`src/rtl/wdt_pkg.sv`:
```
package wdt_pkg;
  localparam int CNT_W      = 16;
  localparam int OFS_COUNT  = 16;
  localparam int OFS_THRESH = 18;
  localparam int OFS_CTRL   = 22;
  localparam int BIT_EN     = 0;
  localparam int BIT_RLD    = 2;
  localparam int BIT_NMI    = 3;
  localparam int BIT_WARN   = 7;

  // merge a byte or halfword write into a 16-bit register
  function automatic logic [CNT_W-1:0] lane_merge(input logic [CNT_W-1:0] old_v,
                                                  input logic [CNT_W-1:0] wd,
                                                  input logic hi_byte,
                                                  input logic half);
    if (half)         return wd;
    else if (hi_byte) return {wd[7:0], old_v[7:0]};
    else              return {old_v[15:8], wd[7:0]};
  endfunction

  // select the read lane of a 16-bit register
  function automatic logic [CNT_W-1:0] lane_pick(input logic [CNT_W-1:0] v,
                                                 input logic hi_byte,
                                                 input logic half);
    if (half)         return v;
    else if (hi_byte) return {8'h00, v[15:8]};
    else              return {8'h00, v[7:0]};
  endfunction

  // warning level: explicit threshold, or one eighth of the preset
  function automatic logic [CNT_W-1:0] warn_level(input logic [CNT_W-1:0] preset,
                                                  input logic [CNT_W-1:0] thr);
    return (thr != '0) ? thr : (preset >> 3);
  endfunction

  function automatic logic [7:0] ctrl_pack(input logic en, input logic rld,
                                           input logic nmi, input logic warn);
    logic [7:0] b;
    b = 8'h00;
    b[BIT_EN]   = en;
    b[BIT_RLD]  = rld;
    b[BIT_NMI]  = nmi;
    b[BIT_WARN] = warn;
    return b;
  endfunction
endpackage

```
`src/rtl/wdt_prescaler.sv`:
```
module wdt_prescaler #(
  parameter int TICK_DIV = 1000
) (
  input  logic clk,
  input  logic rst_n,
  output logic tick
);
  generate
    if (TICK_DIV <= 1) begin : g_pass
      assign tick = 1'b1;
    end else begin : g_div
      localparam int PW = $clog2(TICK_DIV);
      localparam logic [PW-1:0] LAST = PW'(TICK_DIV - 1);
      logic [PW-1:0] div_q;

      always_ff @(posedge clk or negedge rst_n) begin
        if (!rst_n)              div_q <= '0;
        else if (div_q == LAST)  div_q <= '0;
        else                     div_q <= div_q + 1'b1;
      end

      assign tick = (div_q == LAST);

      p_tick_gap_r4: assert property (@(posedge clk) disable iff (!rst_n)
        tick |=> !tick)
        else $error("tick pulses back to back");
    end
  endgenerate
endmodule

```
`src/rtl/wdt_core.sv`:
```
module wdt_core import wdt_pkg::*; (
  input  logic             clk,
  input  logic             rst_n,
  input  logic             tick,
  input  logic             en,
  input  logic             reload,
  input  logic [CNT_W-1:0] preset,
  input  logic [CNT_W-1:0] level,
  output logic [CNT_W-1:0] cnt,
  output logic             rst_req,
  output logic             warn_hit
);
  logic [CNT_W-1:0] cnt_q;
  logic             rst_req_q;
  logic             dec_ev;
  logic             expire_ev;

  // named internal events
  assign dec_ev    = tick && en && !reload && (cnt_q != '0);
  assign expire_ev = dec_ev && (cnt_q == CNT_W'(1));
  assign warn_hit  = dec_ev && ((cnt_q - CNT_W'(1)) == level);

  always_ff @(posedge clk or negedge rst_n) begin
    if (!rst_n) begin
      cnt_q     <= '1;
      rst_req_q <= 1'b0;
    end else begin
      rst_req_q <= expire_ev;
      if (reload)      cnt_q <= preset;
      else if (dec_ev) cnt_q <= cnt_q - CNT_W'(1);
    end
  end

  assign cnt     = cnt_q;
  assign rst_req = rst_req_q;

  p_reload_copies_r3: assert property (@(posedge clk) disable iff (!rst_n)
    reload |=> (cnt_q == $past(preset)))
    else $error("reload did not copy preset");

  p_frozen_when_off_r5: assert property (@(posedge clk) disable iff (!rst_n)
    (!en && !reload) |=> $stable(cnt_q))
    else $error("counter moved while disabled");

  p_single_pulse_r6: assert property (@(posedge clk) disable iff (!rst_n)
    rst_req_q |=> !rst_req_q)
    else $error("reset request longer than one clock");

  p_pulse_at_zero_r6: assert property (@(posedge clk) disable iff (!rst_n)
    rst_req_q |-> (cnt_q == '0))
    else $error("reset request with nonzero count");
endmodule

```
`src/rtl/wdt_regs.sv`:
```
module wdt_regs import wdt_pkg::*; #(
  parameter int ADDR_W = 8
) (
  input  logic              clk,
  input  logic              rst_n,
  input  logic              bus_sel,
  input  logic              bus_wr,
  input  logic              bus_half,
  input  logic [ADDR_W-1:0] bus_addr,
  input  logic [CNT_W-1:0]  bus_wdata,
  output logic [CNT_W-1:0]  bus_rdata,
  input  logic [CNT_W-1:0]  live_cnt,
  input  logic              warn_hit,
  output logic [CNT_W-1:0]  preset,
  output logic [CNT_W-1:0]  threshold,
  output logic              en,
  output logic              reload,
  output logic              nmi_en,
  output logic              warn_flag
);
  localparam logic [ADDR_W-1:0] A_CNT = ADDR_W'(OFS_COUNT);
  localparam logic [ADDR_W-1:0] A_THR = ADDR_W'(OFS_THRESH);
  localparam logic [ADDR_W-1:0] A_CTL = ADDR_W'(OFS_CTRL);

  logic hit_cnt, hit_thr, hit_ctl;
  logic wr_cnt, wr_thr, wr_ctl, rd_ev;
  logic hi_byte;

  logic [CNT_W-1:0] preset_q, thr_q;
  logic en_q, rld_q, nmi_q, warn_q;

  assign hi_byte = bus_addr[0];
  assign hit_cnt = (bus_addr[ADDR_W-1:1] == A_CNT[ADDR_W-1:1]);
  assign hit_thr = (bus_addr[ADDR_W-1:1] == A_THR[ADDR_W-1:1]);
  assign hit_ctl = (bus_addr == A_CTL);

  assign wr_cnt = bus_sel && bus_wr && hit_cnt;
  assign wr_thr = bus_sel && bus_wr && hit_thr;
  assign wr_ctl = bus_sel && bus_wr && hit_ctl;
  assign rd_ev  = bus_sel && !bus_wr;

  always_ff @(posedge clk or negedge rst_n) begin
    if (!rst_n) begin
      preset_q <= '1;
      thr_q    <= '0;
      en_q     <= 1'b0;
      rld_q    <= 1'b0;
      nmi_q    <= 1'b0;
      warn_q   <= 1'b0;
    end else begin
      if (wr_cnt) preset_q <= lane_merge(preset_q, bus_wdata, hi_byte, bus_half);
      if (wr_thr) thr_q    <= lane_merge(thr_q, bus_wdata, hi_byte, bus_half);
      if (wr_ctl) begin
        en_q  <= bus_wdata[BIT_EN];
        nmi_q <= bus_wdata[BIT_NMI];
      end
      rld_q <= wr_ctl && bus_wdata[BIT_RLD];
      if (warn_hit)                             warn_q <= 1'b1;
      else if (wr_ctl && bus_wdata[BIT_WARN])   warn_q <= 1'b0;
    end
  end

  always_ff @(posedge clk or negedge rst_n) begin
    if (!rst_n) begin
      bus_rdata <= '0;
    end else if (rd_ev) begin
      if (hit_cnt)      bus_rdata <= lane_pick(live_cnt, hi_byte, bus_half);
      else if (hit_thr) bus_rdata <= lane_pick(thr_q, hi_byte, bus_half);
      else if (hit_ctl) bus_rdata <= {8'h00, ctrl_pack(en_q, rld_q, nmi_q, warn_q)};
      else              bus_rdata <= '0;
    end
  end

  assign preset    = preset_q;
  assign threshold = thr_q;
  assign en        = en_q;
  assign reload    = rld_q;
  assign nmi_en    = nmi_q;
  assign warn_flag = warn_q;

  p_reload_clears_r3: assert property (@(posedge clk) disable iff (!rst_n)
    (rld_q && !wr_ctl) |=> !rld_q)
    else $error("reload bit did not self-clear");

  p_warn_sticky_r10: assert property (@(posedge clk) disable iff (!rst_n)
    (warn_q && !(wr_ctl && bus_wdata[BIT_WARN])) |=> warn_q)
    else $error("warning flag dropped without a clearing write");

  p_enable_by_write_r11: assert property (@(posedge clk) disable iff (!rst_n)
    !wr_ctl |=> $stable(en_q))
    else $error("enable changed without a control write");
endmodule

```
`src/rtl/wdt_countdown.sv`:
```
module wdt_countdown import wdt_pkg::*; #(
  parameter int TICK_DIV = 1000,
  parameter int ADDR_W   = 8
) (
  input  logic              clk,
  input  logic              rst_n,
  input  logic              bus_sel,
  input  logic              bus_wr,
  input  logic              bus_half,
  input  logic [ADDR_W-1:0] bus_addr,
  input  logic [15:0]       bus_wdata,
  output logic [15:0]       bus_rdata,
  output logic              sys_reset_req,
  output logic              warn_irq
);
  logic             tick;
  logic [CNT_W-1:0] live_cnt, preset, threshold, level;
  logic             en, reload, nmi_en, warn_flag, warn_hit;

  wdt_prescaler #(.TICK_DIV(TICK_DIV)) u_div (
    .clk(clk), .rst_n(rst_n), .tick(tick)
  );

  wdt_regs #(.ADDR_W(ADDR_W)) u_regs (
    .clk(clk), .rst_n(rst_n),
    .bus_sel(bus_sel), .bus_wr(bus_wr), .bus_half(bus_half),
    .bus_addr(bus_addr), .bus_wdata(bus_wdata), .bus_rdata(bus_rdata),
    .live_cnt(live_cnt), .warn_hit(warn_hit),
    .preset(preset), .threshold(threshold),
    .en(en), .reload(reload), .nmi_en(nmi_en), .warn_flag(warn_flag)
  );

  assign level = warn_level(preset, threshold);

  wdt_core u_core (
    .clk(clk), .rst_n(rst_n), .tick(tick), .en(en), .reload(reload),
    .preset(preset), .level(level),
    .cnt(live_cnt), .rst_req(sys_reset_req), .warn_hit(warn_hit)
  );

  assign warn_irq = warn_flag && nmi_en;
endmodule

```
`config.mk`:
```
export PLATFORM = sky130hd
export DESIGN_NAME = wdt_countdown
export DESIGN_NICKNAME = d
export VERILOG_FILES = /design/src/rtl/wdt_pkg.sv /design/src/rtl/wdt_prescaler.sv /design/src/rtl/wdt_core.sv /design/src/rtl/wdt_regs.sv /design/src/rtl/wdt_countdown.sv
export SDC_FILE = /design/constraint.sdc
export NUM_CORES = 1
export LEC_CHECK = 0
export CAP_MARGIN = 5
export CORE_MARGIN = 2
export CORE_UTILIZATION = 59
export CTS_BUF_LIST = sky130_fd_sc_hd__clkbuf_4 sky130_fd_sc_hd__clkbuf_8
export CTS_CLUSTER_DIAMETER = 60
export CTS_CLUSTER_SIZE = 20
export DETAILED_ROUTE_END_ITERATION = 12
export HOLD_SLACK_MARGIN = 0.15
export PLACE_DENSITY = 0.82
export SYNTH_ARGS = -nofsm -noshare
export SYNTH_HDL_FRONTEND = slang
export SYNTH_SLANG_ARGS = --single-unit
```
`constraint.sdc`:
```
create_clock -name clk -period 3.55 [get_ports clk]
set_input_delay 0.71 -clock clk [delete_from_list [all_inputs] [get_ports clk]]
set_output_delay 0.71 -clock clk [all_outputs]
set_load 0.01 [all_outputs]
```
### Word-level counts from Yosys, hierarchy flattened

Index checks and enable logic that the tools add are counted.

| word-level totals | value |
|---|---|
| bits of input ports | 29 |
| word-level logic and storage cells | 60 |
| bits in registers | 79 |
| output and inout bits | 18 |

| cells by class | value |
|---|---|
| add/subtract/negate cells | 2 |
| mux-type cells | 15 |
| reductions and logical operators | 24 |
| equal/unequal tests | 7 |

Operators with widths:

| kind | count |
|---|---|
| two-way mux 16 bit | 9 |
| nonzero test 16 bit | 2 |
| two-way mux 8 bit | 3 |
| == test 16 x 1 -> 1 bit (second input constant) | 1 |
| == test 16 bit | 1 |
| subtractor 16 x 1 -> 16 bit (second input constant) | 1 |
| == test 7 x 4 -> 1 bit (second input constant) | 2 |
| logical AND 1 bit | 13 |
| adder 10 x 1 -> 10 bit (second input constant) | 1 |
| == test 10 bit (second input constant) | 1 |
| two-way mux 10 bit | 1 |
| == test 8 x 5 -> 1 bit (second input constant) | 1 |
| AND reduction 2 bit | 4 |
| nonzero test 2 bit | 3 |
| logical NOT 1 bit | 2 |
| two-way mux 1 bit | 2 |
| inequality test 2 bit (second input constant) | 1 |

### Depth between registers and ports, before layout

| logic depth | value |
|---|---|
| depth in word-level cells | 6 |
| depth in mapped cells | 11 |
| depth with buffers taken out | 9 |

### Modules after synthesis

From an unflattened synthesis, not the netlist that was laid out.

| second synthesis, totals | value |
|---|---|
| cell total of the unflattened synthesis | 456 |
| area total of the unflattened synthesis | 4712.0 um^2 |

Modules (own cells, without submodules):

| module | instances | cells an instance | seq. area each (um^2) | area an instance (um^2) |
|---|---|---|---|---|
| wdt_regs | 1 | 194 | 1321.3 | 2483.6 |
| wdt_core | 1 | 196 | 445.4 | 1584.0 |
| wdt_prescaler | 1 | 43 | 250.2 | 483.0 |
| wdt_countdown | 1 | 23 | 0.0 | 161.4 |

### Worst setup path after synthesis

No wires, ideal clock.

| timing | value |
|---|---|
| kind | register to register |
| start | reg u_core.cnt_q[0], in the netlist u_core.cnt[0] |
| end | reg u_core.cnt_q[8], in the netlist u_core.cnt[8] |
| library setup time | 0.101 ns |
| data required time | 3.449 ns |
| period minus slack after synthesis | 2.765 ns |
| path slack | 0.785 ns |
| buffers on the path | 2 |
| cell stages (with the launch flop) | 11 |
| data arrival time | 2.664 ns |
| cell sequence | dfstp_2 -> inv_1 -> ha_1 -> or3b_2 -> clkbuf_1 -> nor3_1 -> a2111oi_0 -> clkbuf_1 -> nand2_1 -> a21oi_1 -> a311oi_1 |

| between the ends | value |
|---|---|
| cells in the longest elaborated chain, start to end | 3 |
| elaborated cells on any way between the ends | 6 |
| classes of those cells | add/sub (1); mux (2); reduce/logical (3) |

RTL lines:

| what | RTL line | text |
|---|---|---|
| start: declaration | wdt_core.sv:13 | `logic [CNT_W-1:0] cnt_q;` |
| start signal: assignment | wdt_core.sv:29 | `if (reload) cnt_q <= preset;` |
| start signal: assignment | wdt_core.sv:30 | `else if (dec_ev) cnt_q <= cnt_q - CNT_W'(1);` |
| subtractor 16 x 1 -> 16 bit or nonzero test 16 bit (tied branches) | wdt_core.sv:30, wdt_core.sv:19 |  |
| two-way mux 16 bit or logical AND 1 bit (tied branches) | wdt_core.sv:30, wdt_core.sv:19 |  |
| two-way mux 16 bit or nonzero test 2 bit (tied branches) | -- |  |

Parallel ways exist; a longest one is shown, timed or not. The select of a mux whose other input is x is not followed.
A chain may end at the register's enable or synchronous reset.

### Worst setup path after layout

| timing | value |
|---|---|
| start | reg u_core.cnt_q[0], in the netlist u_core.cnt[0] |
| end | reg u_regs.warn_q, in the netlist u_regs.warn_flag |

| between the ends | value |
|---|---|
| cells in the longest elaborated chain, start to end | 4 |
| elaborated cells on any way between the ends | 7 |
| classes of those cells | add/sub (1); eq/ne (1); mux (1); reduce/logical (4) |

RTL lines:

| what | RTL line | text |
|---|---|---|
| subtractor 16 x 1 -> 16 bit or nonzero test 16 bit (tied branches) | wdt_core.sv:21, wdt_core.sv:19 |  |
| == test 16 bit or logical AND 1 bit (tied branches) | wdt_core.sv:21, wdt_core.sv:19 |  |
| logical AND 1 bit * | wdt_core.sv:21 | `assign warn_hit = dec_ev && ((cnt_q - CNT_W'(1)) == level);` |
| two-way mux 1 bit or nonzero test 2 bit (tied branches) | -- |  |
| end signal: assignment | wdt_regs.sv:49 | `warn_q <= 1'b0;` |
| end signal: assignment | wdt_regs.sv:58 | `if (warn_hit) warn_q <= 1'b1;` |
| end signal: assignment | wdt_regs.sv:59 | `else if (wr_ctl && bus_wdata[BIT_WARN]) warn_q <= 1'b0;` |
| end: declaration | wdt_regs.sv:30 | `logic en_q, rld_q, nmi_q, warn_q;` |

Every way passes the cells marked *; elsewhere a longest branch is shown, timed or not.

==> summary.txt <==
Cells and area
  – Layout cells sized above 1: 16.9%
  – FF/Latch Area: 2020 um^2
  – Filler cells: 561
  – Multi-input logic area: 2160 um^2
  – Layout net count: 530
  – Total inserted antenna cells: 0
  – Area Overhead vs Synth: 17.6%
  – Final Util: 70.8%

Timing
  – Slew Limit Fails: 0
  – Final setup viols: 0
  – Rel. slew slack: 36.6%
  – TNS Setup: 0 ps
  – Unrepaired setup endpoints after global routing: no
  – Fin crit period: 2990 ps
  – Maximum clock frequency: 335 MHz
  – Skew final: 5.74 ps
  – Hold Violations, Final: 0
  – Transition time of the tightest slew-check pin: 952 ps
  – Tcrit/Tclk final: 84.2%
  – Final hold slack: 481 ps

CTS
  – # hold bufs at CTS: 0
  – # resized after CTS: 0
  – Root buffer cell: clkbuf_8
  – CTS sink cnt: 79
  – Clk_lat worst skew: 340 ps
  – Max clock buf depth: 2
  – Clk slew on worst S/H paths: 80 ps
  – CTS tree: built
  – H-tree levels: 3
  – Post-CTS setup buffers: 0
  – Total CTS buffers: 9

Setup path
  – Crit end category: flop
  – Crit Path Category: flop to flop
  – Crit-path cells: inv_1 -> ha_1 -> nor3b_1 -> nand2_1 -> or4_1 -> xnor2_1 -> nor4_1 -> nand4_1 -> o41ai_2
  – CP Launch Type: flop
  – Crit path DAT: 3240 ps
  – Reg2reg path depth: 9
  – CP peak stage delay: 510 ps
  – Critical Path Fanout Max: 5
  – Slowest cell on crit path: or4_1
  – Worst Path Required: 3800 ps

Global routing
  – Vias in the first global route: 3526
  – Grt ovf: 0
  – Initial antenna violation count: 0
  – Total track usage: 30.3%
  – Pin count of the biggest net entering global routing: 80
  – First-pass GRT wire length: 18100 um

Synth
  – Top-count cell post-synth: nand2_1
  – Synth cell types: 54
  – Post-Synthesis Cells: 462
  – Seq/Total Area, Yosys: 46.7%
  – Mapped cell area: 4320 um^2
  – Post-synthesis area per instance: 9.35 um^2
  – Synth cell count leaders: nand2_1 (67), dfrtp_1 (47), nor2_1 (44)
  – Syn nets: 494
  – Synth Register Bits: 79
  – Top FF cell, synth: dfrtp_1
  – Share of the synthesized area in the top cell type: 27.2%
  – Async set-reset flop share out of synthesis: 100%
  – Dominant cells by area after synthesis: dfrtp_1 (27%), dfstp_2 (19%), nand2_1 (5.8%)
  – Synth warnings: 0
  – Number of synthesized flops with an enable pin: 0
  – Leading area contributor after synthesis: dfrtp_1

Floorplanning
  – Initial Utilization: 60.2%
  – Site row count: 31
  – Die width: 89.6 um
  – Die Span Y: 89.6 um
  – Die Area: 8030 um^2
  – Core area: 7180 um^2
  – Boundary pin count: 47

Routing
  – Initial DRC count: 461
  – Vias per cell: 6.30
  – Wirelength per Cell: 19.1 um
  – Post-Route WL: 11500 um
  – Via count: 3791
  – # DRC: 0
  – Drt pass-1 iters: 6
  – Routed Antenna Nets: 0

Flow run
  – Max-cap viol count: 0

Power
  – Static leakage: 0.00204 uW
  – Maximum VDD drop: 0.296 mV
  – Power per cell area: 390 nW/um^2

Placement
  – Gp weighted congestion: 0.985
  – Post-DP HPWL: 8350 um
  – IO Port Bufs: 46

Min path
  – Hold path depth: 2
  – Worst Hold Class: flop to flop

Run status
  – Outcome: finished clean
-- cells by family (layout without fill, tap and decap cells) --
family          after synthesis  after routing  synth area share [%]
xor+xnor                     34             34                  7.06
buf+inv                      35             76                  3.39
compound gates              117            117                  17.9
simple gates                174            174                  19.0
flops                        79             79                  46.7
mux                          20             20                  5.12
fa+ha+maj                     3              3                 0.869
-- critical path, delay by kind of cell (launching register included) --
kind	cells	cell delay [ps]
simple gates	5	1600
flops	1	400
compound gates	1	350
fa+ha+maj	1	250
xor+xnor	1	170
buf+inv	1	130
-- cells in the final DEF, fill, tap and decap left out, types with 2 or more instances in the layout --
master            n
inv_1             4
nand2b_1          3
mux2i_1           3
a211o_1           2
clkdlybuf4s50_1  45
nand2_1          67
a21oi_1          40
a221oi_1          3
nor2_1           44
a311oi_1          6
xor2_1           13
a22oi_1          16
dfrtp_1          47
ha_1              3
buf_4            11
a221o_1           7
nor3_1           13
nor4_1           13
or4_1             5
clkbuf_8         14
dfstp_2          32
mux2_2           17
o211ai_1          2
o22ai_1           3
and2_1            4
nor3b_1           2
nand4_1           7
o221a_2           3
nand3_1           7
o21ai_0          22
a21o_1            3
xnor2_1          20
-- path summary, 6_finish.rpt --
check / startpoint / end / slack (ps)
max: u_core.cnt[0] / u_regs.warn_flag / 560
min: u_regs.bus_rdata[7] / u_regs.bus_rdata[7] / 480
max reg2reg: u_core.cnt[0] / u_regs.warn_flag / 560
min reg2reg: u_regs.bus_rdata[7] / u_regs.bus_rdata[7] / 480
max in group asynchronous: rst_n / u_regs.threshold[13] / 2430
min in group asynchronous: rst_n / u_div.g_div.div_q[4] / 500
-- registers in the layout, indices dropped and copies added, names as in the netlist --
signal	flops
u_regs.nmi_en	1
u_regs.preset	16
u_regs.reload	1
u_regs.threshold	16
u_core.rst_req	1
u_regs.bus_rdata	16
u_core.cnt	16
u_regs.en	1
u_regs.warn_flag	1
u_div.g_div.div_q	10
-- layer usage --
layer	track usage (%)	vias to the layer above	share of wire, %
li1	-	1734	-
met2	46.1	202	47
met3	6.22	27	10
met1	43.3	1828	41
met5	0	-	0
met4	11.0	0	1.9
-- report_power, final --
group          leakage (uW)  total, uW  internal, uW  switching, uW
Sequential         0.000959        977           934           42.3
Clock              0.000119        732           420            312
Combinational      0.000962        274           117            157
Total               0.00204       1980          1470            511
-- per-stage QoR --
| step | instances | setup slack [ps] | power, uW | cell area [um^2] |
|---|---|---|---|---|
| finish | 602 | 561 | 1980 | 5080 |
| floorplan | 462 | 785 | 1150 | 4320 |
| global placement | 586 | 686 | 1250 | 4850 |
| CTS | 602 | 613 | 1980 | 5080 |
| detailed placement | 586 | 595 | 1260 | 4850 |
| global route | 602 | 327 | 2050 | 5080 |
-- cell type report --
type	count	area share (%)
Inverter	4	0.295
Tap cell	99	2.44
Sequential cell	79	39.7
Clock inverter	2	0.689
Clock buffer	14	3.79
Timing Repair Buffer	56	10.5
Multi-Input combinational cell	348	42.6
Note: power is estimated with default switching activity, not from simulation.
